===== config.mk =====
export PLATFORM = sky130hd
export DESIGN_NAME = wdog_timer
export DESIGN_NICKNAME = d
export VERILOG_FILES = /design/src/rtl/wdog_pkg.sv /design/src/rtl/wdog_key_gate.sv /design/src/rtl/wdog_counter.sv /design/src/rtl/wdog_status.sv /design/src/rtl/wdog_timer.sv
export SDC_FILE = /design/constraint.sdc
export NUM_CORES = 1
export LEC_CHECK = 0
export BUFFER_PORTS_ARGS = -buffer_cell sky130_fd_sc_hd__buf_2
export CAP_MARGIN = 10
export CORE_UTILIZATION = 50
export CTS_BUF_LIST = sky130_fd_sc_hd__clkbuf_16
export DETAILED_ROUTE_END_ITERATION = 16
export GPL_TIMING_DRIVEN = 0
export PLACE_DENSITY = 0.73
export SLEW_MARGIN = 20
export SYNTH_ARGS = -nofsm -noshare
export SYNTH_HDL_FRONTEND = slang
export SYNTH_SLANG_ARGS = --single-unit

===== constraint.sdc =====
create_clock -name clk_i -period 3.04 [get_ports clk_i]
set_clock_uncertainty 0.1 [all_clocks]
set_input_delay 0.152 -clock clk_i [delete_from_list [all_inputs] [get_ports clk_i]]
set_output_delay 0.152 -clock clk_i [all_outputs]
set_load 0.05 [all_outputs]

===== src/rtl/wdog_pkg.sv =====
`timescale 1ns/1ps
package wdog_pkg;
  localparam logic [7:0] OFS_CNT = 8'h00;
  localparam logic [7:0] OFS_THR = 8'h04;
  localparam logic [7:0] OFS_EN  = 8'h08;
  localparam logic [7:0] OFS_KEY = 8'h0C;
  localparam logic [7:0] OFS_STS = 8'h10;
  localparam logic [31:0] UNLOCK_KEY = 32'hF1D0_DEAD;
  localparam int STS_THR_BIT = 8;
  localparam int STS_TMO_BIT = 9;
  localparam int N_EVT = 2;
  typedef enum logic [0:0] {EVT_THR = 1'b0, EVT_TMO = 1'b1} evt_e;
endpackage


===== src/rtl/wdog_key_gate.sv =====
`timescale 1ns/1ps
module wdog_key_gate #(
  parameter int DW = 32
) (
  input  logic          clk_i,
  input  logic          rst_ni,
  input  logic          we_i,
  input  logic          key_addr_i,
  input  logic [DW-1:0] wdata_i,
  output logic          unlocked_o
);
  import wdog_pkg::*;

  logic key_ok;
  assign key_ok = key_addr_i && (wdata_i == DW'(UNLOCK_KEY));

  // any write consumes the unlock; only a valid key re-arms it
  always_ff @(posedge clk_i or negedge rst_ni) begin
    if (!rst_ni)   unlocked_o <= 1'b0;
    else if (we_i) unlocked_o <= key_ok;
  end

  p_idle_keeps_r2: assert property (@(posedge clk_i) disable iff (!rst_ni)
    !we_i |=> $stable(unlocked_o));
  p_non_key_locks_r3: assert property (@(posedge clk_i) disable iff (!rst_ni)
    (we_i && !key_addr_i) |=> !unlocked_o);
endmodule


===== src/rtl/wdog_counter.sv =====
`timescale 1ns/1ps
module wdog_counter #(
  parameter int DW = 32
) (
  input  logic          clk_i,
  input  logic          rst_ni,
  input  logic          en_i,
  input  logic          load_i,
  input  logic [DW-1:0] load_val_i,
  input  logic [DW-1:0] thr_i,
  output logic [DW-1:0] cnt_o,
  output logic          thr_hit_o,
  output logic          tmo_hit_o
);
  logic at_zero;
  assign at_zero = (cnt_o == '0);

  always_ff @(posedge clk_i or negedge rst_ni) begin
    if (!rst_ni)                cnt_o <= '0;
    else if (load_i)            cnt_o <= load_val_i;
    else if (en_i && !at_zero)  cnt_o <= cnt_o - 1'b1;
  end

  assign thr_hit_o = en_i && (thr_i != '0) && (cnt_o == thr_i);
  assign tmo_hit_o = en_i && at_zero;

  p_frozen_r4: assert property (@(posedge clk_i) disable iff (!rst_ni)
    (!en_i && !load_i) |=> $stable(cnt_o));
  p_hold_zero_r7: assert property (@(posedge clk_i) disable iff (!rst_ni)
    (at_zero && !load_i) |=> (cnt_o == '0));
endmodule


===== src/rtl/wdog_status.sv =====
`timescale 1ns/1ps
module wdog_status #(
  parameter int N = 2
) (
  input  logic         clk_i,
  input  logic         rst_ni,
  input  logic [N-1:0] set_i,
  input  logic [N-1:0] clr_i,
  output logic [N-1:0] sts_o
);
  for (genvar i = 0; i < N; i++) begin : g_bit
    always_ff @(posedge clk_i or negedge rst_ni) begin
      if (!rst_ni)       sts_o[i] <= 1'b0;
      else if (set_i[i]) sts_o[i] <= 1'b1;
      else if (clr_i[i]) sts_o[i] <= 1'b0;
    end
  end

  p_set_wins_r8: assert property (@(posedge clk_i) disable iff (!rst_ni)
    (|set_i) |=> ((sts_o & $past(set_i)) == $past(set_i)));
endmodule


===== src/rtl/wdog_timer.sv =====
`timescale 1ns/1ps
module wdog_timer #(
  parameter int DW     = 32,
  parameter int ADDR_W = 8
) (
  input  logic              clk_i,
  input  logic              rst_ni,
  input  logic [ADDR_W-1:0] addr_i,
  input  logic              we_i,
  input  logic [DW-1:0]     wdata_i,
  output logic [DW-1:0]     rdata_o,
  output logic              thr_irq_o,
  output logic              tmo_irq_o
);
  import wdog_pkg::*;

  logic sel_cnt, sel_thr, sel_en, sel_key, sel_sts;
  assign sel_cnt = (addr_i == ADDR_W'(OFS_CNT));
  assign sel_thr = (addr_i == ADDR_W'(OFS_THR));
  assign sel_en  = (addr_i == ADDR_W'(OFS_EN));
  assign sel_key = (addr_i == ADDR_W'(OFS_KEY));
  assign sel_sts = (addr_i == ADDR_W'(OFS_STS));

  logic unlocked, wr_ok;
  wdog_key_gate #(.DW(DW)) i_key (
    .clk_i, .rst_ni, .we_i, .key_addr_i(sel_key), .wdata_i, .unlocked_o(unlocked)
  );
  assign wr_ok = we_i && unlocked;

  logic          en_q;
  logic [DW-1:0] thr_q;
  always_ff @(posedge clk_i or negedge rst_ni) begin
    if (!rst_ni) begin
      en_q  <= 1'b0;
      thr_q <= '0;
    end else if (wr_ok) begin
      if (sel_en)  en_q  <= wdata_i[0];
      if (sel_thr) thr_q <= wdata_i;
    end
  end

  logic [DW-1:0] cnt;
  logic          thr_hit, tmo_hit;
  wdog_counter #(.DW(DW)) i_cnt (
    .clk_i, .rst_ni, .en_i(en_q), .load_i(wr_ok && sel_cnt), .load_val_i(wdata_i),
    .thr_i(thr_q), .cnt_o(cnt), .thr_hit_o(thr_hit), .tmo_hit_o(tmo_hit)
  );

  logic [N_EVT-1:0] sts, evt_set, evt_clr;
  assign evt_set[EVT_THR] = thr_hit;
  assign evt_set[EVT_TMO] = tmo_hit;
  assign evt_clr[EVT_THR] = wr_ok && sel_sts && wdata_i[STS_THR_BIT];
  assign evt_clr[EVT_TMO] = wr_ok && sel_sts && wdata_i[STS_TMO_BIT];

  wdog_status #(.N(N_EVT)) i_sts (
    .clk_i, .rst_ni, .set_i(evt_set), .clr_i(evt_clr), .sts_o(sts)
  );

  assign thr_irq_o = sts[EVT_THR];
  assign tmo_irq_o = sts[EVT_TMO];

  always_comb begin
    rdata_o = '0;
    if (sel_cnt) rdata_o = cnt;
    if (sel_thr) rdata_o = thr_q;
    if (sel_en)  rdata_o[0] = en_q;
    if (sel_sts) begin
      rdata_o[STS_THR_BIT] = sts[EVT_THR];
      rdata_o[STS_TMO_BIT] = sts[EVT_TMO];
    end
  end

  p_load_r5: assert property (@(posedge clk_i) disable iff (!rst_ni)
    (wr_ok && sel_cnt) |=> (cnt == $past(wdata_i)));
  p_locked_en_r3: assert property (@(posedge clk_i) disable iff (!rst_ni)
    (we_i && !unlocked && sel_en) |=> (en_q == $past(en_q)));
  p_thr_cause_r6: assert property (@(posedge clk_i) disable iff (!rst_ni)
    $rose(thr_irq_o) |-> $past(en_q && thr_q != '0 && cnt == thr_q));
  p_tmo_cause_r7: assert property (@(posedge clk_i) disable iff (!rst_ni)
    $rose(tmo_irq_o) |-> $past(en_q && cnt == '0));
endmodule


Yosys cells after proc, flatten, opt, wreduce, memory -nomap -nowiden
Cells that the tools add are included.
- add/sub/neg operators: 1
- equality and inequality tests: 6
- mux-type cells: 10
- reductions and logical operators: 19
- operators with widths (cell ; count):
    2-to-1 mux 32 bit ; 4
    equality test 32 bit ; 1
    equality test 32 bit (second input constant) ; 1
    zero test 32 bit ; 1
    nonzero test 32 bit ; 1
    subtractor 32 x 1 -> 32 bit (second input constant) ; 1
    equality test 8 x 4 -> 1 bit (second input constant) ; 2
    logical AND 1 bit ; 10
    equality test 8 x 3 -> 1 bit (second input constant) ; 1
    equality test 8 x 5 -> 1 bit (second input constant) ; 1
    zero test 8 bit ; 1
    nonzero test 2 bit ; 3
    2-to-1 mux 1 bit ; 5
    AND reduction 2 bit ; 2
    2-to-1 mux 2 bit ; 1
    zero test 1 bit ; 1
- flip-flop bits (word level): 68
- bits of input ports: 43
- word-level logic and storage cells: 42

Logic depth before layout (Yosys ltp)
Gate-level depths: netlist of run 1.
- word-level depth: 5
- mapped depth: 10
- mapped depth without buffers: 8

Modules after synthesis
From an unflattened synthesis of run 1, not the netlist that was laid out.
- cell total of the unflattened synthesis: 473
- area, all modules: 4643.2 µm²
- by module, submodules not included (module ; instances ; cells an instance ; area an instance (µm²)):
    wdog_counter ; 1 ; 294 ; 2453.6
    wdog_timer ; 1 ; 159 ; 1981.9
    wdog_key_gate ; 1 ; 14 ; 135.1
    wdog_status ; 1 ; 6 ; 72.6

Worst setup path before layout of run 1
OpenSTA, ideal clock, no wires.
- path type: reg-to-reg
- start: reg i_cnt.cnt_o[0]
- end: reg i_cnt.cnt_o[31]
- library setup time: 0.137 ns
- arrival: 1.973 ns
- data required time: 2.803 ns
- path slack: 0.830 ns
- stages on the path, launching flop included: 10
- path buffers: 1
- clock period less this slack: 2.210 ns
- path through: dfrtp_1 clkbuf_1 inv_1 ha_1 or4b_4 nor3_4 a311oi_4 nand4b_1 xor2_1 a21oi_1
- cells in the longest elaborated chain, start to end: 4
- RTL lines (what ; line ; text):
    from (decl) ; wdog_counter.sv:11 ; output logic [DW-1:0] cnt_o,
    from (signal assigned) ; wdog_counter.sv:20 ; else if (load_i) cnt_o <= load_val_i;
    from (signal assigned) ; wdog_counter.sv:21 ; else if (en_i && !at_zero) cnt_o <= cnt_o - 1'b1;
    parallel branches: the longest is 4 deep, another holds subtractor 32 x 1 -> 32 bit ; n/a ;
Several ways; the timed one is not identified. The select of a mux whose other input is x is not followed.
A chain may end at the register's enable or synchronous reset.

Worst setup path in the final report of run 1
- start: reg i_cnt.cnt_o[0]
- end: reg i_cnt.cnt_o[11]
The elaborated chain is that of the path after synthesis.

==> impl_metrics.py, run 1 <==
metrics = {
    "critical_path": {
        "path_class": "flip-flop to flip-flop",
        "cp_max_fo": 6,
        "cp.required_ps": 3140,
        "cp-end-kind": "flip-flop",
        "cp-start-kind": "flip-flop",
        "crit_arrival_ps": 2850,
    },
    "clock_network": {
        "root_buffer": "clkbuf_16",
        "cts_setup_buffers": 0,
        "cts_tree": "done",
        "h-tree-depth": 3,
        "cts_made_buffers": 9,
        "clkTransAtPathRegs_ps": 50,
        "clock_latency_ps": 340,
        "cts_buffer_depth": 2,
        "cts_sinks": 68,
    },
    "pwr": {
        "internal-power_mw": 1.76,
        "vdd_drop_max_v": 0.000254,
        "finalPower_mw": 2.23,
        "p_sw_mw": 0.464,
        "leakagePower_nw": 2.19,
        "switching_share": 0.209,
        "seqPwrFrac": 0.410,
        "pwr-share-comb": 0.059,
        "pwr-share-clk": 0.531,
        "powerDensity_mw_per_mm2": 409,
    },
    "sta": {
        "final_max_slew_viol_count": 0,
        "slew_headroom": 0.356,
        "setup_viol": 0,
        "hold_viol": 1,
        "fin_crit_sh": 0.904,
        "rsz0062_at_grt": "false",
        "timing.final.ws_setup_ps": 291,
        "tns_ps": 0,
        "fmax_mhz": 364,
        "min_period_ps": 2750,
        "fin_hold_ws_ps": -1.36,
        "worst_pin_slew_ps": 957,
    },
    "grt": {
        "grt_pass1_vias": 3919,
        "grt_overflow": 0,
        "grt_pass1_wl_um": 21200,
        "antenna_found_initial": 0,
        "grt_usage": 0.325,
        "grt_max_degree": 36,
    },
    "job": {
        "maxCapViolations": 0,
    },
    "floorplan": {
        "core_area_mm2": 0.00822,
        "chipWidth_um": 94.3,
        "die_y_um": 94.3,
        "start_util": 0.518,
        "rows": 33,
        "ios": 77,
        "dieArea_mm2": 0.00889,
    },
    "place": {
        "place_congestion": 0.941,
        "place_ws_ps": 380,
        "port-buffer-count": 75,
        "dp_hpwl_um": 9510,
    },
    "layout": {
        "drive_above_1_share": 0.263,
        "utilization": 0.662,
        "area_growth_pct": 27.7,
        "final_nets": 599,
        "antenna_cells": 0,
    },
    "drt": {
        "drt-initial-drc-count": 345,
        "ant_nets": 0,
        "vias": 4121,
        "routed_via_density": 6.20,
        "firstDrtPassIters": 5,
        "drc": 0,
        "finalWirelength_um": 13400,
        "wl_per_cell_um": 20.2,
    },
    "synth": {
        "ys_warn_count": 0,
        "syn_area_mm2": 0.00426,
        "synth_area_per_cell_um2": 9.77,
        "ys_top_cells_by_area": "dfrtp_1 (40%), mux2_2 (8.2%), xnor2_1 (6.2%)",
        "synth_async_sr_flop_share": 1.00,
        "synth_flop_cell": "dfrtp_1",
        "postSynthCellCount": 436,
        "synth.top_cell.area_share": 0.400,
        "synth_fp_nets": 480,
        "synth_cell_types": 50,
        "synth-edff-count": 0,
        "synth_largest_area_cell": "dfrtp_1",
        "seq_area_frac_synth": 0.400,
        "ys_seq_elements": 68,
    },
    "status": {
        "status": "complete, but fails checks",
        "violations": "hold timing",
    },
    "hold_path": {
        "hold_class": "input port to flip-flop",
    },
}
## power by group through the flow
stage | clock, mW | sequential (mW) | combinational (mW)
global placement | 0 | 0.927 | 0.0948
global route | 1.22 | 0.912 | 0.145
floorplan | 0 | 0.927 | 0.0283
finish | 1.18 | 0.912 | 0.132
detailed placement | 0 | 0.927 | 0.0994
CTS | 1.18 | 0.912 | 0.132
## what timing repair did
action | in CTS | in global routing
resized for setup | 0 | 0
endpoints found under the hold margin | 81 | 0
hold buffers | 32 | 0
## final cells by class
cell class / count / area, um2
plain buffers: 33 / 144
multi-input cells: 325 / 2380
fillers: 688 / 2780
clock inverters: 7 / 106
well taps: 105 / 131
repair buffers: 108 / 718
inverters: 10 / 37.5
clock buffers: 9 / 225
flip-flops and latches: 68 / 1700
## sequential cells by signal, summed over array words and instances, names as in the netlist
name	cells
thr_q	32
i_sts.sts_o	2
en_q	1
i_key.unlocked_o	1
i_cnt.cnt_o	32
## metal layers
| metal | vias up | GRT usage | routed length [um] |
|---|---|---|---|
| li1 | 1841 | - | - |
| met1 | 2018 | 0.435 | 5770 |
| met2 | 219 | 0.490 | 6040 |
| met3 | 43 | 0.0874 | 1110 |
| met4 | 0 | 0.146 | 528 |
| met5 | - | 0 | 0 |
## logic make-up (layout without fill, tap and decap cells)
logic type / after synthesis / count (layout) / synth area share
XOR/XNOR: 58 / 58 / 0.119
flip-flops: 68 / 68 / 0.400
buffers and inverters: 43 / 167 / 0.0426
multiplexers: 34 / 34 / 0.0890
adder cells (fa/ha/maj): 1 / 1 / 0.00294
AND/OR/NAND/NOR: 147 / 147 / 0.203
AO/OA/AOI/OAI: 85 / 85 / 0.144
## final timing paths
kind                                       start               end  slack, ps  cells past startpoint
worst min register to register  i_key.unlocked_o  i_key.unlocked_o        470                      2
worst max register to register    i_cnt.cnt_o[0]   i_cnt.cnt_o[11]        290                      9
worst max-delay path              i_cnt.cnt_o[0]   i_cnt.cnt_o[11]        290                      9
worst min-delay path                 wdata_i[15]   i_cnt.cnt_o[15]         -1                      3
max in group asynchronous                 rst_ni   i_cnt.cnt_o[11]       2080                      3
min in group asynchronous                 rst_ni   i_cnt.cnt_o[29]        210                      2
## metrics by stage
step,instances,area (um2)
floorplan,436,4260
global placement,616,4770
detailed placement,617,4790
CTS,665,5440
global route,665,5440
finish,665,5440
## Yosys cell counts, drive strengths merged (2+ instances only)
library cell  instances
nand2                35
or4b                  2
buf                  10
o41ai                 2
nor2                 25
and4                  2
mux2i                 3
or3                   3
a2111oi               2
a21oi                14
nor3                 14
xor2                 28
nand4b                4
mux2                 31
inv                  10
nor4                 24
clkbuf               23
o21ai                28
a31oi                 2
nor4b                 2
nand3                 8
a22o                 29
nand4                15
xnor2                30
dfrtp                68
or4                   8
nand3b                4
## placed cells by master, fill, tap and decap left out, drive strengths merged, types with 3 or more instances in the layout
master,Yosys,routed
inv,10,11
o21ai,28,28
a21oi,14,14
nor3,14,14
dlygate4sd3,0,32
nor4,24,24
nand3b,4,4
bufinv,0,3
dfrtp,68,68
clkbuf,23,32
mux2,31,31
nand4b,4,4
nand2,35,35
or4,8,8
mux2i,3,3
xor2,28,28
clkinv,0,3
buf,10,86
nand3,8,8
a22o,29,29
nand4,15,15
nor2,25,25
xnor2,30,30
or3,3,3
## critical path, cell delays in order (launching register included)
cell and delay, ps:
dfrtp_1 350, clkbuf_1 190, inv_1 100, ha_1 200, nor4b_2 320, nand4_1 280
nor3_1 570, or4_1 210, xor2_1 190, o21ai_0 90
(Power assumes the default switching activity.)
==> run 2, diff against run 1 <==
- ABC_AREA: not set -> 1
- PLACE_DENSITY: 0.73 -> 0.72
==> impl_metrics.py, run 2 <==
metrics = {
    "status": {
        "status": "finished clean",
    },
    "synth": {
        "synth_async_sr_flop_share": 1.00,
        "synthTopCellsByCount": "nand2_1 (260), nor2_1 (100), inv_1 (89), dfrtp_1 (68), nand3_1 (67)",
        "synth_most_common_cell": "nand2_1",
        "seq_area_frac_synth": 0.344,
        "synth_area_per_cell_um2": 6.40,
        "syn_area_mm2": 0.00494,
        "synth.top_cell.area_share": 0.344,
        "postSynthCellCount": 772,
        "synth_cell_types": 36,
        "synth_flop_cell": "dfrtp_1",
        "synth_largest_area_cell": "dfrtp_1",
        "synth-edff-count": 0,
        "synth_fp_nets": 816,
        "ys_top_cells_by_area": "dfrtp_1 (34%), nand2_1 (20%), nor2_1 (7.6%)",
        "ys_warn_count": 0,
        "ys_seq_elements": 68,
    },
    "critical_path": {
        "crit_slowest_cell": "ha_1",
        "cp_common_cell": "nand2_4",
        "cp.required_ps": 3220,
        "worstPathCellList": "clkinv_1 -> ha_1 -> nand2_4 -> nor2_8 -> nand2_4 -> nor2_1 -> nor3_2 -> buf_4 -> nand2_1 -> nand3_1",
        "path_class": "flip-flop to flip-flop",
        "worst-path-stages": 10,
        "path_delay_family": "simple AND/OR/NAND/NOR gates",
        "cp-end-kind": "flip-flop",
        "path_buf_inv": 2,
        "reg2reg_depth": 10,
        "cp-start-kind": "flip-flop",
        "cp_max_fo": 10,
        "crit_path_max_incr_delay_ps": 420,
        "crit_arrival_ps": 2640,
    },
    "floorplan": {
        "ios": 77,
        "core_area_mm2": 0.00942,
        "die_y_um": 101,
        "dieArea_mm2": 0.0103,
        "start_util": 0.525,
        "rows": 35,
        "chipWidth_um": 101,
    },
    "pwr": {
        "vdd_drop_max_v": 0.000327,
        "leakagePower_nw": 3.11,
        "powerDensity_mw_per_mm2": 347,
    },
    "drt": {
        "met1_length_um": 7910,
        "dr_wl_met2_um": 8550,
        "drc": 0,
        "routed_via_density": 5.73,
        "firstDrtPassIters": 6,
        "maxUsedRoutingLayer": "met4",
        "wl_per_cell_um": 18.8,
        "drt-initial-drc-count": 553,
        "ant_nets": 0,
        "dr_wl_met3_um": 1640,
        "vias": 5805,
        "finalWirelength_um": 19000,
    },
    "place": {
        "dp_hpwl_um": 14300,
        "place_inst": 978,
        "port-buffer-count": 76,
        "place_congestion": 1.01,
    },
    "grt": {
        "grt_max_degree": 44,
        "grt_usage": 0.392,
        "antenna_found_initial": 0,
        "grt_pass1_wl_um": 29300,
        "grt_pass1_vias": 5543,
        "grt_overflow": 0,
    },
    "clock_network": {
        "post_cts_resized": 0,
        "clkTransAtPathRegs_ps": 60,
        "cts_tree": "done",
        "cts_buffer_depth": 2,
        "h-tree-depth": 3,
        "root_buffer": "clkbuf_16",
        "clock_latency_ps": 350,
        "cts_setup_buffers": 0,
        "cts_made_buffers": 9,
        "cts_sinks": 68,
    },
    "layout": {
        "layout_commonest_cell": "nand2_1",
        "largestRegisters": "i_cnt.cnt_o (32), thr_q (32), i_sts.sts_o (2)",
        "drive_above_1_share": 0.148,
        "instances_no_fill": 1013,
        "area_growth_pct": 21.4,
        "fill_cells": 913,
        "antenna_cells": 0,
        "final_cell_mix": "nand2_1 (260), nor2_1 (100), inv_1 (89)",
        "final_nets": 923,
    },
    "hold_path": {
        "hold_depth": 3,
        "hold_class": "input port to flip-flop",
    },
    "sta": {
        "tns_ps": 0,
        "min_period_ps": 2460,
        "hold_viol": 0,
        "fin_crit_sh": 0.809,
        "rsz0062_at_grt": "false",
        "worst_pin_slew_ps": 772,
        "fmax_mhz": 407,
        "final_max_slew_viol_count": 0,
        "slew_headroom": 0.486,
        "setup_viol": 0,
    },
    "job": {
        "maxCapViolations": 0,
    },
}
==> run 2: changes by cell type after synthesis, sizes merged, moves of 19 or more <==
cell | previous run | this run
xnor2 | 30 | 8
nor4 | 24 | 5
xor2 | 28 | 9
a22o | 29 | 1
mux2 | 31 | 0
nor2 | 25 | 107
nand3 | 8 | 67
inv | 10 | 92
nand2 | 35 | 269
o21ai | 28 | 54
o22ai | 1 | 25
==> run 2: what timing repair did <==
action / CTS / global route
hold endpoints to repair: 91 / 0
hold buffers: 19 / 0
endpoints found under the setup margin: 0 / 0
==> run 2: logic make-up (layout without fill, tap and decap cells) <==
kind of cell	Yosys count	count (layout)	share of synthesized area
compound gates	96	96	0.115
flops	68	68	0.344
xor+xnor	17	17	0.0301
buf+inv	114	226	0.0935
fa+ha+maj	1	1	0.00253
simple gates	476	476	0.415
==> run 2: power breakdown <==
part	total (mW)	switching (mW)	internal, mW
Sequential	0.905	0.000000000000437	0.905
Clock	1.07	0.437	0.630
Combinational	0.108	0.0629	0.0454
Total	2.08	0.500	1.58
==> run 2: cell type report <==
cell class / instances / area (um2) / area share
Multi-Input combinational cell: 590 / 2780 / 0.463
Clock buffer: 9 / 225 / 0.0376
Sequential cell: 68 / 1700 / 0.284
Timing Repair Buffer: 96 / 601 / 0.100
Clock inverter: 7 / 67.6 / 0.0113
Buffer: 21 / 113 / 0.0188
Tap cell: 129 / 161 / 0.0269
Inverter: 93 / 349 / 0.0582
==> run 2: path summary, 6_finish.rpt <==
check | start | endpoint | slack [ps]
max in group asynchronous | rst_ni | thr_q[27] | 2120
hold / removal | wdata_i[3] | thr_q[3] | 2
hold reg to reg | i_key.unlocked_o | i_key.unlocked_o | 390
setup / recovery | i_cnt.cnt_o[0] | i_cnt.cnt_o[23] | 580
setup reg to reg | i_cnt.cnt_o[0] | i_cnt.cnt_o[23] | 580
min in group asynchronous | rst_ni | thr_q[13] | 170
==> run 2: routing by layer <==
layer / track usage / vias up
met4: 0.229 / 0
met1: 0.509 / 2708
met5: 0 / -
li1: - / 2709
met3: 0.0697 / 60
met2: 0.615 / 328
==> run 2: stage by stage <==
stage / hold WS, ps / power (mW) / worst slack, ps / utilization / instance area, um2
after floorplan: -244 / 0.941 / 857 / - / 4940
after detailed placement: -1.17 / 1.01 / 637 / 0.585 / 5510
after global placement: 294 / 1.00 / 677 / 0.582 / 5480
after CTS: 2.94 / 2.08 / 623 / 0.637 / 5990
final: 2.25 / 2.08 / 581 / 0.637 / 5990
after global routing: 19.8 / 2.12 / 427 / 0.637 / 5990
==> run 2: tightest hold or removal path, delay by kind of cell <==
family,cells,cell delay [ps]
AOI/OAI and AO/OA,1,80
buffers and inverters,2,170
